[config.mk]
export PLATFORM = sky130hd
export DESIGN_NAME = hbc_top
export DESIGN_NICKNAME = d
export VERILOG_FILES = /design/src/rtl/hbc_pkg.sv /design/src/rtl/hbc_cmd_decode.sv /design/src/rtl/hbc_chop_seq.sv /design/src/rtl/hbc_gate_map.sv /design/src/rtl/hbc_top.sv
export SDC_FILE = /design/constraint.sdc
export NUM_CORES = 1
export LEC_CHECK = 0
export ABC_AREA = 1
export BUFFER_PORTS_ARGS = -buffer_cell sky130_fd_sc_hd__buf_2
export CELL_PAD_IN_SITES_DETAIL_PLACEMENT = 0
export CELL_PAD_IN_SITES_GLOBAL_PLACEMENT = 2
export CORE_MARGIN = 1
export CORE_UTILIZATION = 36
export CTS_CLUSTER_DIAMETER = 150
export DETAILED_ROUTE_END_ITERATION = 8
export GPL_TIMING_DRIVEN = 1
export PLACE_DENSITY = 0.88
export SLEW_MARGIN = 20
export SYNTH_ARGS = -nofsm -noshare
export SYNTH_HDL_FRONTEND = slang
export SYNTH_HIERARCHICAL = 1
export SYNTH_SLANG_ARGS = --single-unit
[constraint.sdc]
create_clock -name clk_i -period 5.5 [get_ports clk_i]
set_clock_uncertainty 0.2 [all_clocks]
set_input_delay 0 -clock clk_i [delete_from_list [all_inputs] [get_ports clk_i]]
set_output_delay 0 -clock clk_i [all_outputs]
set_load 0.005 [all_outputs]
[src/rtl/hbc_pkg.sv]
package hbc_pkg;

  typedef enum logic [2:0] {
    MD_COAST = 3'd0,
    MD_FWD   = 3'd1,
    MD_REV   = 3'd2,
    MD_BRAKE = 3'd3,
    MD_FAST  = 3'd4,
    MD_SLOW  = 3'd5
  } mode_e;

  function automatic logic is_decay(mode_e m);
    return (m == MD_FAST) || (m == MD_SLOW);
  endfunction

  function automatic logic is_drive(mode_e m);
    return (m == MD_FWD) || (m == MD_REV);
  endfunction

  function automatic mode_e drive_of(logic rev);
    return rev ? MD_REV : MD_FWD;
  endfunction

endpackage

[src/rtl/hbc_cmd_decode.sv]
module hbc_cmd_decode
  import hbc_pkg::*;
(
  input  logic  dir_a_i,
  input  logic  dir_b_i,
  output mode_e mode_o
);

  always_comb begin
    unique case ({dir_a_i, dir_b_i})
      2'b10:   mode_o = MD_FWD;
      2'b01:   mode_o = MD_REV;
      2'b11:   mode_o = MD_BRAKE;
      default: mode_o = MD_COAST;
    endcase
  end

endmodule

[src/rtl/hbc_chop_seq.sv]
module hbc_chop_seq
  import hbc_pkg::*;
#(
  parameter int BLANK_CYC = 200,
  parameter int OFF_CYC   = 5000,
  parameter int DEAD_CYC  = 20,
  parameter int CW        = 13
) (
  input  logic  clk_i,
  input  logic  rst_ni,
  input  logic  en_i,
  input  mode_e cmd_mode_i,
  input  logic  trip_i,
  input  logic  zero_i,
  output logic  dead_o,
  output mode_e mode_o,
  output logic  rev_o,
  output logic  zcut_o,
  output logic  decay_o,
  output logic  blank_o
);

  localparam int FAST_CYC = OFF_CYC / 2;
  localparam int SLOW_CYC = OFF_CYC - FAST_CYC;
  localparam logic [CW-1:0] DEAD_LD  = CW'(DEAD_CYC - 1);
  localparam logic [CW-1:0] BLANK_LD = CW'(BLANK_CYC);
  localparam logic [CW-1:0] FAST_LD  = CW'(FAST_CYC - 1);
  localparam logic [CW-1:0] SLOW_LD  = CW'(SLOW_CYC - 1);

  logic          dead_q, dead_d;
  mode_e         mode_q, mode_d;
  logic [CW-1:0] cnt_q, cnt_d;
  logic          rev_q, rev_d;
  logic          zcut_q, zcut_d;
  mode_e         drv;

  assign drv = drive_of(rev_q);

  always_comb begin
    dead_d = dead_q;
    mode_d = mode_q;
    cnt_d  = cnt_q;
    rev_d  = rev_q;
    if (!en_i) begin
      dead_d = 1'b0;
      mode_d = MD_COAST;
      cnt_d  = '0;
    end else if (dead_q) begin
      // retarget while all-off unless the chop still matches the command
      if (!(is_decay(mode_q) && cmd_mode_i == drv)) mode_d = cmd_mode_i;
      if (cnt_q == '0) begin
        dead_d = 1'b0;
        case (mode_d)
          MD_FWD, MD_REV: begin
            cnt_d = BLANK_LD;
            rev_d = (mode_d == MD_REV);
          end
          MD_FAST: cnt_d = FAST_LD;
          MD_SLOW: cnt_d = SLOW_LD;
          default: cnt_d = '0;
        endcase
      end else begin
        cnt_d = cnt_q - CW'(1);
      end
    end else begin
      case (mode_q)
        MD_FWD, MD_REV: begin
          if (cmd_mode_i != mode_q) begin
            dead_d = 1'b1; mode_d = cmd_mode_i; cnt_d = DEAD_LD;
          end else if (cnt_q != '0) begin
            cnt_d = cnt_q - CW'(1);
          end else if (trip_i) begin
            dead_d = 1'b1; mode_d = MD_FAST; cnt_d = DEAD_LD;
          end
        end
        MD_FAST: begin
          if (cmd_mode_i != drv) begin
            dead_d = 1'b1; mode_d = cmd_mode_i; cnt_d = DEAD_LD;
          end else if (cnt_q == '0) begin
            dead_d = 1'b1; mode_d = MD_SLOW; cnt_d = DEAD_LD;
          end else begin
            cnt_d = cnt_q - CW'(1);
          end
        end
        MD_SLOW: begin
          if (cmd_mode_i != drv) begin
            dead_d = 1'b1; mode_d = cmd_mode_i; cnt_d = DEAD_LD;
          end else if (cnt_q == '0) begin
            dead_d = 1'b1; mode_d = drv; cnt_d = DEAD_LD;
          end else begin
            cnt_d = cnt_q - CW'(1);
          end
        end
        default: begin
          if (cmd_mode_i != mode_q) begin
            dead_d = 1'b1; mode_d = cmd_mode_i; cnt_d = DEAD_LD;
          end
        end
      endcase
    end
  end

  always_comb begin
    zcut_d = zcut_q;
    if (!en_i)                                  zcut_d = 1'b0;
    else if (!dead_q && is_decay(mode_q) && zero_i) zcut_d = 1'b1;
    else if (!dead_q && !is_decay(mode_q))      zcut_d = 1'b0;
  end

  always_ff @(posedge clk_i or negedge rst_ni) begin
    if (!rst_ni) begin
      dead_q <= 1'b0;
      mode_q <= MD_COAST;
      cnt_q  <= '0;
      rev_q  <= 1'b0;
      zcut_q <= 1'b0;
    end else begin
      dead_q <= dead_d;
      mode_q <= mode_d;
      cnt_q  <= cnt_d;
      rev_q  <= rev_d;
      zcut_q <= zcut_d;
    end
  end

  assign dead_o  = dead_q;
  assign mode_o  = mode_q;
  assign rev_o   = rev_q;
  assign zcut_o  = zcut_q;
  assign decay_o = !dead_q && is_decay(mode_q);
  assign blank_o = !dead_q && is_drive(mode_q) && (cnt_q != '0);

endmodule

[src/rtl/hbc_gate_map.sv]
module hbc_gate_map
  import hbc_pkg::*;
(
  input  logic       en_i,
  input  logic       dead_i,
  input  mode_e      mode_i,
  input  logic       rev_i,
  input  logic       zcut_i,
  output logic [1:0] hs_o,
  output logic [1:0] ls_o
);

  always_comb begin
    hs_o = 2'b00;
    ls_o = 2'b00;
    if (en_i && !dead_i) begin
      case (mode_i)
        MD_FWD:   begin hs_o = 2'b01; ls_o = 2'b10; end
        MD_REV:   begin hs_o = 2'b10; ls_o = 2'b01; end
        MD_BRAKE: ls_o = 2'b11;
        MD_FAST: if (!zcut_i) begin
          // opposite diagonal of the chopped drive
          hs_o = rev_i ? 2'b01 : 2'b10;
          ls_o = rev_i ? 2'b10 : 2'b01;
        end
        MD_SLOW: if (!zcut_i) ls_o = 2'b11;
        default: ;
      endcase
    end
  end

endmodule

[src/rtl/hbc_top.sv]
module hbc_top
  import hbc_pkg::*;
#(
  parameter int BLANK_CYC = 200,
  parameter int OFF_CYC   = 5000,
  parameter int DEAD_CYC  = 20
) (
  input  logic       clk_i,
  input  logic       rst_ni,
  input  logic       en_i,
  input  logic       dir_a_i,
  input  logic       dir_b_i,
  input  logic       trip_i,
  input  logic       zero_i,
  output logic [1:0] hs_o,
  output logic [1:0] ls_o
);

  localparam int MAX_A = (BLANK_CYC > OFF_CYC) ? BLANK_CYC : OFF_CYC;
  localparam int MAX_V = (MAX_A > DEAD_CYC) ? MAX_A : DEAD_CYC;
  localparam int CW    = $clog2(MAX_V + 1);

  mode_e cmd_mode;
  mode_e seq_mode;
  logic  seq_dead, seq_rev, seq_zcut, seq_decay, seq_blank;

  hbc_cmd_decode u_dec (
    .dir_a_i (dir_a_i),
    .dir_b_i (dir_b_i),
    .mode_o  (cmd_mode)
  );

  hbc_chop_seq #(
    .BLANK_CYC (BLANK_CYC),
    .OFF_CYC   (OFF_CYC),
    .DEAD_CYC  (DEAD_CYC),
    .CW        (CW)
  ) u_seq (
    .clk_i      (clk_i),
    .rst_ni     (rst_ni),
    .en_i       (en_i),
    .cmd_mode_i (cmd_mode),
    .trip_i     (trip_i),
    .zero_i     (zero_i),
    .dead_o     (seq_dead),
    .mode_o     (seq_mode),
    .rev_o      (seq_rev),
    .zcut_o     (seq_zcut),
    .decay_o    (seq_decay),
    .blank_o    (seq_blank)
  );

  hbc_gate_map u_map (
    .en_i   (en_i),
    .dead_i (seq_dead),
    .mode_i (seq_mode),
    .rev_i  (seq_rev),
    .zcut_i (seq_zcut),
    .hs_o   (hs_o),
    .ls_o   (ls_o)
  );

endmodule

# Word-level counts from Yosys, hierarchy flattened
# Cells that the tools add are included.
totals:
  reg_bits: 19
  latch_bits: 0
  ram_bits: 0
  rom_bits: 0
  inputBits: 7
  out_inout_bits: 4
  elab_cells: 95
  memories: 0
op_classes:
  addsub: 1
  mul: 0
  div: 0
  order_cmp: 0
  eq_ne: 23
  n_shift: 0
  n_mux: 49
  n_bitwise: 0
  reduce_logical: 17
ops:
  columns: ["op", "n"]
  rows:
  - ["two-way mux 13 bit", 9]
  - ["two-way mux 3 bit", 13]
  - ["one-hot mux 13 bit (2 select lines)", 1]
  - ["one-hot mux 12 bit (2 select lines)", 1]
  - ["two-way mux 2 bit", 8]
  - ["logical NOT 13 bit", 1]
  - ["nonzero test 13 bit", 1]
  - ["subtractor 13 x 1 -> 13 bit (second input constant)", 1]
  - ["equality test 3 bit (second input constant)", 4]
  - ["two-way mux 1 bit", 12]
  - ["one-hot mux 2 bit (3 select lines)", 2]
  - ["inequality test 5 x 3 -> 1 bit (second input constant)", 2]
  - ["inequality test 5 bit (second input constant)", 2]
  - ["one-hot mux 2 bit (5 select lines)", 1]
  - ["equality test 3 x 2 -> 1 bit (second input constant)", 3]
  - ["one-hot mux 3 bit (3 select lines)", 1]
  - ["OR reduction 2 bit", 4]
  - ["equality test 3 x 1 -> 1 bit (second input constant)", 2]
  - ["inequality test 2 x 3 -> 1 bit", 2]
  - ["inequality test 6 x 1 -> 1 bit (second input constant)", 1]
  - ["inequality test 6 x 3 -> 1 bit (second input constant)", 1]
  - ["logical AND 1 bit", 5]
  - ["inequality test 5 x 2 -> 1 bit (second input constant)", 1]
  - ["AND reduction 5 bit", 1]
  - ["other kinds (9)", 11]

# Depth between registers and ports, before layout
# Gate-level depths: netlist (run 1).
depth:
  word_depth: 13
  mapped_depth: 13
  mapped_depth_nobuf: 12

# Cells and area by module
# Netlist (run 1), hierarchy kept.
modules_own_cells:
  columns: ["mod", "n_inst", "cells_per_inst", "area_per_inst_um2", "seq_area_each_um2"]
  rows:
  - ["hbc_chop_seq", 1, 242, 1665.3, 475.5]
  - ["hbc_gate_map", 1, 26, 113.9, 0.0]
  - ["hbc_cmd_decode", 1, 4, 18.8, 0.0]

# Worst setup path after synthesis (run 1)
# No wires, ideal clock.
synth_path:
  kind: "reg2reg"
  from: "reg u_seq.mode_q[0], in the netlist u_seq/mode_o[0]"
  to: "reg u_seq.cnt_q[0]"
  arrival_ps: 1430
  t_required_ps: 5174
  setup_slack_ps: 3744
  stages_incl_launch_ff: 11
  synth_period_minus_slack_ps: 1756
  cell_sequence: "dfrtp_1 -> nor2_2 -> nand2_2 -> nand2_4 -> inv_4 -> nand2_4 -> nor3_4 -> nor2_4 -> inv_4 -> nor2_4 -> a21oi_2"
synth_via:
  elab_chain_len: 12
synth_rtl:
  columns: ["item", "line_no", "source"]
  rows:
  - ["from (decl)", "hbc_chop_seq.sv:31", "mode_e mode_q, mode_d;"]
  - ["from (signal assigned)", "hbc_chop_seq.sv:119", "mode_q <= mode_d;"]
  - ["equality test 3 bit", "hbc_pkg.sv:13, hbc_chop_seq.sv:66", null]
  - ["logical OR 1 bit", "hbc_pkg.sv:13", "return (m == MD_FAST) || (m == MD_SLOW);"]
  - ["logical AND 1 bit", "hbc_chop_seq.sv:50", "if (!(is_decay(mode_q) && cmd_mode_i == drv)) mode_d = cmd_mode_i;"]
  - ["two-way mux 3 bit", "hbc_chop_seq.sv:50", null]
  - ["two-way mux 3 bit", "hbc_chop_seq.sv:48", "end else if (dead_q) begin"]
  - ["two-way mux 3 bit", "hbc_chop_seq.sv:44", "if (!en_i) begin"]
  - ["equality test 3 bit, or another cell as far along", "hbc_chop_seq.sv:53", "case (mode_d)"]
  - ["OR reduction 2 bit (on tied branches)", null, null]
  - ["one-hot mux 12 bit (2 select lines)", "hbc_chop_seq.sv:53", null]
  - ["two-way mux 13 bit", "hbc_chop_seq.sv:51", "if (cnt_q == '0) begin"]
  - ["two-way mux 13 bit", "hbc_chop_seq.sv:48", null]
  - ["two-way mux 13 bit", "hbc_chop_seq.sv:44", null]
  - ["to (signal assigned)", "hbc_chop_seq.sv:120", "cnt_q <= cnt_d;"]
  - ["to (decl)", "hbc_chop_seq.sv:32", "logic [CW-1:0] cnt_q, cnt_d;"]
# Several ways; a longest one is shown, not always the timed one. The select of a mux whose other input is x is not followed.
# A chain may end at the register's enable or synchronous reset.

# Final worst setup path (run 1)
# Same ends and word-level chain as after synthesis.

==> out/results.tsv, run 1 <==
metric	value	unit
status	completed	
layout_commonest_cell	nand2_1	
clockRootBuffer	clkbuf_8	
grt_pass1_wl	7330	µm
antennaDiodeCount	0	
cp.arrival	1970	ps
ios	11	
rsz0062_at_grt	no	
hold_path_startpoint	dir_a_i	
setup.worst_path.start	u_seq/mode_o[0]	
drtIter0Drc	88	
vias	1684	
power_density	533	nW/µm²
finalCritPeriodShare	36.9	%
end_kind	flop	
nFillCells	526	
gp_congestion	0.799	
max_clock_freq	493	MHz
ir_worst_vdd	0.224	mV
clkTransAtPathRegs	80	ps
clkLatencyLatePin	260	ps
grt_pass1_vias	1569	
p_leak	1.01	nW
grt_use_total	17.7	%
fin_setup_tns	0	ps
overflow	0	
syn_avg_cell_area	6.63	µm²
die_w	72.5	µm
yosysWarnings	6	
core.rowCount	25	
netlist_area	1790	µm²
hp-class	in -> reg	
cap_viol_max_count	0	
htreeDepth	1	
antenna_found_initial	0	
cts_setup_buffers	0	
crit_required	5450	ps
wl_per_cell	12.3	µm
synth_fp_nets	279	
most-common-layout-cells	nand2_1, inv_1, nor2_1, dfrtp_1, o21ai_0	
start_util	37.6	%
synth_cells	270	
reg2reg_from	u_seq/mode_o[0]	
dp_slack	3440	ps
layout-drive-gt1-share	19.7	%
totalWireLength	4310	µm
grt_max_degree	20	
setup_ws	3470	ps
viasPerCell	4.80	
dp_hpwl	3320	µm
port-buffer-count	10	
syn_to_final_growth	11.2	%
finalCoreUtilization	41.8	%
fp.dieH	72.5	µm
fp.dieArea	5260	µm²
multi_input_area	1130	µm²
sw_frac_of_total	54.5	%
net-switching-power	0.578	mW
regArea	475	µm²
power.internal	0.482	mW
setup_viol	0	
share_comb_of_total_power	65.5	%
seq_power_share	24.7	%
critPathKind	reg -> reg	
clockBufferDepth	2	
p_total	1.06	mW
min_period	2030	ps
ant_nets	0	
pwr-share-clk	9.8	%
critPathMaxFanout	10	
cts_tree	built	
drtPass1Iterations	4	
cts_made_buffers	3	
clock-sinks	19	
core_area	4750	µm²
slew_viol_final	0	
fin_nets	294	
drc_errors	0	
finalHoldViolCount	0	
startpoint_type	flop	
==> state kept, by name (all words and copies together) (netlist names) <==
name / flops
u_seq/zcut_o: 1
u_seq/dead_o: 1
u_seq/rev_o: 1
u_seq/cnt_q: 13
u_seq/mode_o: 3
==> layout make-up <==
type,count,area share [%]
sequential,19,23.9
multi-input combinational,206,57.0
inverter,41,7.99
tap,67,4.21
timing repair buffer,14,4.53
clock inverter,1,0.252
clock buffer,3,2.08
==> critical path, cell delays in order, from the launching register on <==
cell and delay, ps:
dfrtp_1 500, nor2_2 230, nand2_2 110, nand2_4 110
inv_4 50, nand2_4 70, nor3_4 50, nor2_4 280
inv_4 110, nor2_4 120, a21oi_2 60
==> stage by stage <==
| stage | instances | hold WS, ps | instance area [µm²] |
|---|---|---|---|
| 2_1_floorplan | 270 | -496 | 1790 |
| 3_3_place_gp | 343 | -203 | 1900 |
| 3_5_place_dp | 343 | -206 | 1900 |
| 4_1_cts | 351 | 6.34 | 1990 |
| 5_1_grt | 351 | 68.1 | 1990 |
| 6_report | 351 | 16.2 | 1990 |
==> power by group through the flow <==
stage | logic, mW | registers [mW] | clock network (mW)
after CTS | 0.695 | 0.262 | 0.109
after floorplan | 0.570 | 0.242 | 0
final | 0.695 | 0.262 | 0.103
after detailed placement | 0.690 | 0.265 | 0
after global placement | 0.700 | 0.265 | 0
after global routing | 0.790 | 0.273 | 0.112
==> timing repair <==
item                                    CTS  global route
hold buffers                              4             0
resized for setup                         0             0
endpoints found under the setup margin    0             0
hold endpoints to repair                 23             0
==> worst paths after layout <==
check,endpoint,slack (ps),depth (start not counted)
hold reg to reg,u_seq/cnt_q[0],320,2
hold / removal,u_seq/mode_o[0],20,5
min in group asynchronous,u_seq/cnt_q[11],30,2
setup / recovery,u_seq/cnt_q[0],3470,10
setup reg to reg,u_seq/cnt_q[0],3470,10
max in group asynchronous,u_seq/cnt_q[2],4740,2
==> layer usage <==
layer	share of wire [%]	track usage (%)	wire length (µm)	vias up
met4	0.44	4.58	19	0
met3	3.0	1.67	131	2
li1	-	-	-	891
met2	44	27.7	1890	30
met5	0	0	0	-
met1	53	26.1	2270	761
(Power assumes the default switching activity.)
==> inputs of run 2 (changes only) <==
--- a/config.mk
+++ b/config.mk
@@ -10,11 +10,11 @@
 export CELL_PAD_IN_SITES_DETAIL_PLACEMENT = 0
 export CELL_PAD_IN_SITES_GLOBAL_PLACEMENT = 2
 export CORE_MARGIN = 1
-export CORE_UTILIZATION = 36
+export CORE_UTILIZATION = 34
 export CTS_CLUSTER_DIAMETER = 150
 export DETAILED_ROUTE_END_ITERATION = 8
 export GPL_TIMING_DRIVEN = 1
-export PLACE_DENSITY = 0.88
+export PLACE_DENSITY = 0.84
 export SLEW_MARGIN = 20
 export SYNTH_ARGS = -nofsm -noshare
 export SYNTH_HDL_FRONTEND = slang
==> constraint.sdc (replaced) <==
create_clock -name clk_i -period 1.9 [get_ports clk_i]
set_clock_uncertainty 0.2 [all_clocks]
set_input_delay 0 -clock clk_i [delete_from_list [all_inputs] [get_ports clk_i]]
set_output_delay 0 -clock clk_i [all_outputs]
set_load 0.005 [all_outputs]
==> out/results.tsv, run 2 (synthesis gave the netlist of run 1 again) <==
metric	value	unit	change
status	finished, violations left		
violations	negative hold slack		
viasPerCell	4.64		-3.2%
max_clock_freq	527	MHz	+6.9%
p_leak	1.21	nW	+20%
slowest_stage	dfrtp_2		
min_period	1900	ps	-131 ps
grt_pass1_vias	1611		+2.7%
drc_errors	0		unchanged
vias	1825		+8.4%
ant_nets	0		unchanged
clockBufferDepth	2		unchanged
seq_power_share	18.5	%	-6.2 points
hold_path_startpoint	dir_a_i		
ir_worst_vdd	0.588	mV	+160%
fp.dieH	74.5	µm	+2.8%
max_stage_delay	450	ps	-50 ps
clkTransAtPathRegs	90	ps	about the same
setup_viol	0		unchanged
die_w	74.5	µm	+2.8%
core_area	5070	µm²	+6.7%
ios	11		unchanged
layout_commonest_cell	nand2_1		
critPathKind	reg -> reg		
slew_viol_final	0		unchanged
grt_pass1_wl	7810	µm	+6.5%
min_to	u_seq/mode_o[0]		
power.internal	1.97	mW	+310%
finalCritPeriodShare	99.8	%	+63 points
start_util	35.3	%	-2.4 points
holdPathStages	5		unchanged
cts_made_buffers	3		unchanged
place_inst	370		+7.9%
pwr-share-clk	7.8	%	-2.0 points
finalHoldViolCount	1		+1
sw_frac_of_total	49.5	%	-5.0 points
crit_required	1880	ps	-3570 ps
r2r_cells	9		-1
dp_hpwl	3700	µm	+11%
power_density	1630	nW/µm²	+210%
layout-drive-gt1-share	36.2	%	+17 points
largest_reg_flops	13		unchanged
grt_use_total	18.6	%	+0.81 points
r2r_setup_slack	3	ps	-3470 ps
syn_to_final_growth	33.4	%	
drtIter0Drc	90		+2.3%
drtPass1Iterations	4		unchanged
placed_area	2090	µm²	+9.7%
final_area	2390	µm²	+20%
grt_max_degree	20		unchanged
clkLatencyLatePin	260	ps	about the same
core.rowCount	26		+4.0%
largest-register	u_seq/cnt_q		
reg2reg_from	u_seq/mode_o[0]		
hp-class	in -> reg		
cap_viol_max_count	0		unchanged
fin_hold_ws	-16.2	ps	-32.4 ps
totalWireLength	4880	µm	+13%
fin_nets	333		+13%
fin_setup_tns	0	ps	unchanged
net-switching-power	1.93	mW	+230%
htreeDepth	1		unchanged
antennaDiodeCount	0		unchanged
port-buffer-count	10		unchanged
clockRootBuffer	clkbuf_8		
fp.dieArea	5560	µm²	+5.7%
crit_top_cell	nand2_4		
cp.arrival	1880	ps	-90 ps
overflow	0		unchanged
setup_ws	3.05	ps	-3470 ps
share_comb_of_total_power	73.7	%	+8.2 points
gp_congestion	0.791		-0.93%
critPathMaxFanout	5		-5
wl_per_cell	12.4	µm	+1.1%
antenna_found_initial	0		unchanged
crit_chain	buf_12, nand3_1, nand2_4, inv_4, nand2_4, nor3_4, nor2_4, buf_4, o22ai_1		
rsz0062_at_grt	yes		
end_kind	flop		
dp_slack	-44.8	ps	-3490 ps
finalCoreUtilization	47.0	%	+5.2 points
worstReg2RegEnd	u_seq/cnt_q[9]		
cts_tree	built		
stdcell_count	393		+12%
clock-sinks	19		unchanged
most-common-layout-cells	nand2_1, buf_4, inv_1, nor2_1, dfrtp_1		
startpoint_type	flop		
==> run 2: changes by cell type in the layout (fill, tap and decap cells not counted), sizes merged <==
cell         change
dlygate4sd3      -1
buf             +39
nor2             +1
==> run 2: timing repair <==
action,CTS,global route
hold buffers,3,0
endpoints found under the hold margin,22,0
pin swaps,4,17
gates cloned,1,0
buffers inserted,3,12
setup endpoints to repair,9,18
resized for setup,5,29
==> run 2: how the worst max path moves through the flow <==
| stage | from | to |
|---|---|---|
| after detailed placement | u_seq/cnt_q[0] | u_seq/cnt_q[12] |
| after global routing | u_seq/mode_o[0] | u_seq/mode_o[2] |
| after global placement | u_seq/cnt_q[0] | u_seq/cnt_q[9] |
| after CTS | u_seq/mode_o[0] | u_seq/cnt_q[7] |
| final | u_seq/mode_o[0] | u_seq/cnt_q[9] |
| after floorplan | u_seq/mode_o[0] | u_seq/cnt_q[0] |
==> run 2: through the flow <==
stage,hold slack [ps],power (mW)
final,-16.2,3.90
after CTS,12.0,3.57
after global placement,-213,3.17
after floorplan,-496,2.35
after global routing,67.3,4.26
after detailed placement,-213,3.16
==> run 2: final cells by class <==
class | count | area (µm²)
clock buffers | 3 | 41.3
well taps | 70 | 87.6
repair buffers | 52 | 385
clock inverters | 1 | 5.00
flip-flops and latches | 19 | 479
multi-input cells | 207 | 1220
inverters | 41 | 164
fillers | 539 | 2690
==> run 2: metal layers <==
metal / part of all wire (%) / global-route usage (%) / vias to the layer above / wire length, µm
met3: 2.7 / 1.90 / 4 / 131
met4: 0.78 / 3.56 / 0 / 38
met1: 50 / 27.4 / 833 / 2450
met2: 46 / 29.2 / 22 / 2260
met5: 0 / 0 / - / 0
li1: - / - / 966 / -
==> run 2: power groups by stage <==
stage	Clock [mW]	Sequential [mW]	Combinational, mW
2_1_floorplan	0	0.702	1.65
6_report	0.305	0.721	2.87
3_3_place_gp	0	0.727	2.45
5_1_grt	0.335	0.744	3.18
4_1_cts	0.322	0.724	2.53
3_5_place_dp	0	0.730	2.43
==> run 2: worst max-delay path, delay by kind of cell, from the launching register on <==
| kind | cells | cell delay, ps |
|---|---|---|
| AND/OR/NAND/NOR | 5 | 660 |
| AO/OA/AOI/OAI | 1 | 130 |
| buffers and inverters | 3 | 380 |
| flip-flops | 1 | 450 |
==> inputs of run 3 (changes only) <==
--- a/config.mk
+++ b/config.mk
@@ -14,7 +14,8 @@
 export CTS_CLUSTER_DIAMETER = 150
 export DETAILED_ROUTE_END_ITERATION = 8
 export GPL_TIMING_DRIVEN = 1
-export PLACE_DENSITY = 0.84
+export HOLD_SLACK_MARGIN = 0.02
+export PLACE_DENSITY_LB_ADDON = 0.25
 export SLEW_MARGIN = 20
 export SYNTH_ARGS = -nofsm -noshare
 export SYNTH_HDL_FRONTEND = slang
==> out/results.tsv, run 3 (synthesis gave the netlist of run 1 again) <==
metric	value	unit	change
crit_required	1850	ps	-30 ps
fp.dieH	74.5	µm	unchanged
ir_worst_vdd	0.593	mV	+0.71%
crit_chain	nor2_4, nand2_2, nand2_4, inv_4, nand2_4, nor3_4, nor2_4, inv_4, nor2_4, a21oi_2		
grt_max_degree	20		unchanged
finalCoreUtilization	45.4	%	-1.6 points
r2r_setup_slack	70	ps	+70 ps
seq_power_share	20.3	%	+1.8 points
stdcell_count	380		-3.3%
cts_tree	built		
totalWireLength	4920	µm	+0.90%
critPathKind	reg -> reg		
vias	1785		-2.2%
pwr-share-clk	8.1	%	+0.3 points
setup.worst_path.start	u_seq/mode_o[1]		
cap_viol_max_count	0		unchanged
largest_reg_flops	13		unchanged
finalHoldViolCount	0		-1
clockBufferDepth	2		unchanged
wl_met2	2170	µm	-3.9%
max_clock_freq	547	MHz	+3.8%
share_comb_of_total_power	71.6	%	-2.1 points
grt_use_total	18.0	%	-0.53 points
antennaDiodeCount	0		unchanged
cts_made_buffers	3		unchanged
core.rowCount	26		unchanged
fin_nets	320		-3.9%
drtPass1Iterations	5		+1
wl_per_cell	13.0	µm	+4.4%
syn_to_final_growth	28.9	%	
viasPerCell	4.70		+1.2%
route.met3.wl	90	µm	-31%
core_area	5070	µm²	unchanged
power_density	1610	nW/µm²	-1.6%
placed_area	2060	µm²	-1.4%
regArea	480	µm²	+0.26%
slew_viol_final	0		unchanged
htreeDepth	1		unchanged
drtIter0Drc	73		-19%
rsz0062_at_grt	yes		
layout_commonest_cell	nand2_1		
crit_top_cell	nor2_4		
grt_pass1_vias	1588		-1.4%
cp.arrival	1780	ps	-100 ps
wl_met1	2620	µm	+6.9%
p_leak	1.14	nW	-5.6%
critPathMaxFanout	7		+2
end_kind	flop		
clkTransAtPathRegs	80	ps	about the same
most-common-layout-cells	nand2_1, inv_1, nor2_1, buf_4, nand2_2		
multi_input_area	1240	µm²	+1.4%
clock-sinks	19		unchanged
finalCritPeriodShare	96.2	%	-3.7 points
p_total	3.71	mW	-4.9%
fp.dieArea	5560	µm²	unchanged
sw_frac_of_total	51.8	%	+2.3 points
fin_hold_ws	19.7	ps	+35.9 ps
clkLatencyLatePin	260	ps	about the same
start_util	35.3	%	unchanged
setup_viol	0		unchanged
place_inst	366		-1.1%
max_stage_delay	470	ps	+20 ps
power.internal	1.79	mW	-9.3%
status	completed		
final_area	2310	µm²	-3.4%
port-buffer-count	10		unchanged
overflow	0		unchanged
gp_congestion	0.803		+1.4%
largest-register	u_seq/cnt_q		
die_w	74.5	µm	unchanged
antenna_found_initial	0		unchanged
topRoutingLayerUsed	met4		
net-switching-power	1.92	mW	-0.38%
startpoint_type	flop		
clockRootBuffer	clkbuf_8		
layout-drive-gt1-share	35.8	%	-0.42 points
min_period	1830	ps	-70.1 ps
dp_hpwl	3750	µm	+1.2%
grt_pass1_wl	7590	µm	-2.8%
nFillCells	547		+1.5%
drc_errors	0		unchanged
hp-class	in -> async		
ios	11		unchanged
ant_nets	0		unchanged
slowest_stage	dfrtp_2		
reg2reg_from	u_seq/mode_o[1]		
[run 3: cell types whose count changed in the layout (fill, tap and decap cells not counted), sizes merged]
cell	previous run	this run
buf	49	36
dlygate4sd3	3	4
nor2	44	43
[run 3: worst paths after layout]
path,cells past startpoint,to
worst max-delay path,10,u_seq/cnt_q[0]
worst min-delay path,2,u_seq/cnt_q[9]
worst max register to register,10,u_seq/cnt_q[0]
worst min register to register,2,u_seq/cnt_q[11]
max in group asynchronous,2,u_seq/mode_o[2]
min in group clk_i,5,u_seq/mode_o[0]
[run 3: layout make-up]
cell class | instances | share of cell area (%)
inverters | 41 | 7.00
multi-input cells | 206 | 53.8
well taps | 70 | 3.80
clock inverters | 1 | 0.217
repair buffers | 40 | 12.5
clock buffers | 3 | 1.79
flip-flops and latches | 19 | 20.8
[run 3: power by group through the flow]
stage / logic, mW / registers, mW / clock network, mW
final: 2.66 / 0.752 / 0.302
after detailed placement: 2.35 / 0.725 / 0
after global placement: 2.38 / 0.722 / 0
after CTS: 2.40 / 0.718 / 0.311
after floorplan: 1.65 / 0.702 / 0
after global routing: 2.96 / 0.772 / 0.329
[run 3: worst max-delay path, delay by kind of cell (launching register included)]
kind,cells,cell delay (ps)
simple gates,7,830
flops,1,470
buf+inv,2,150
compound gates,1,60
[run 3: what timing repair did]
action                                  CTS  global route
endpoints found under the setup margin    2            18
pin swaps                                 1            14
endpoints found under the hold margin    23             0
hold buffers                              4             0
gates resized for setup                   1            40
gates cloned                              0             0
setup buffers                             2             4
[run 3: metal layers]
metal	vias to the layer above	GRT usage (%)
met2	18	27.4
met3	4	2.17
li1	937	-
met4	0	2.52
met5	-	0
met1	826	27.7
[run 3: per-stage QoR]
stage,setup slack (ps),TNS (ps)
floorplan,149,0
global placement,-47.9,-89.0
detailed placement,-27.4,-48.3
CTS,12.3,0
global route,-25.1,-69.9
finish,73.1,0
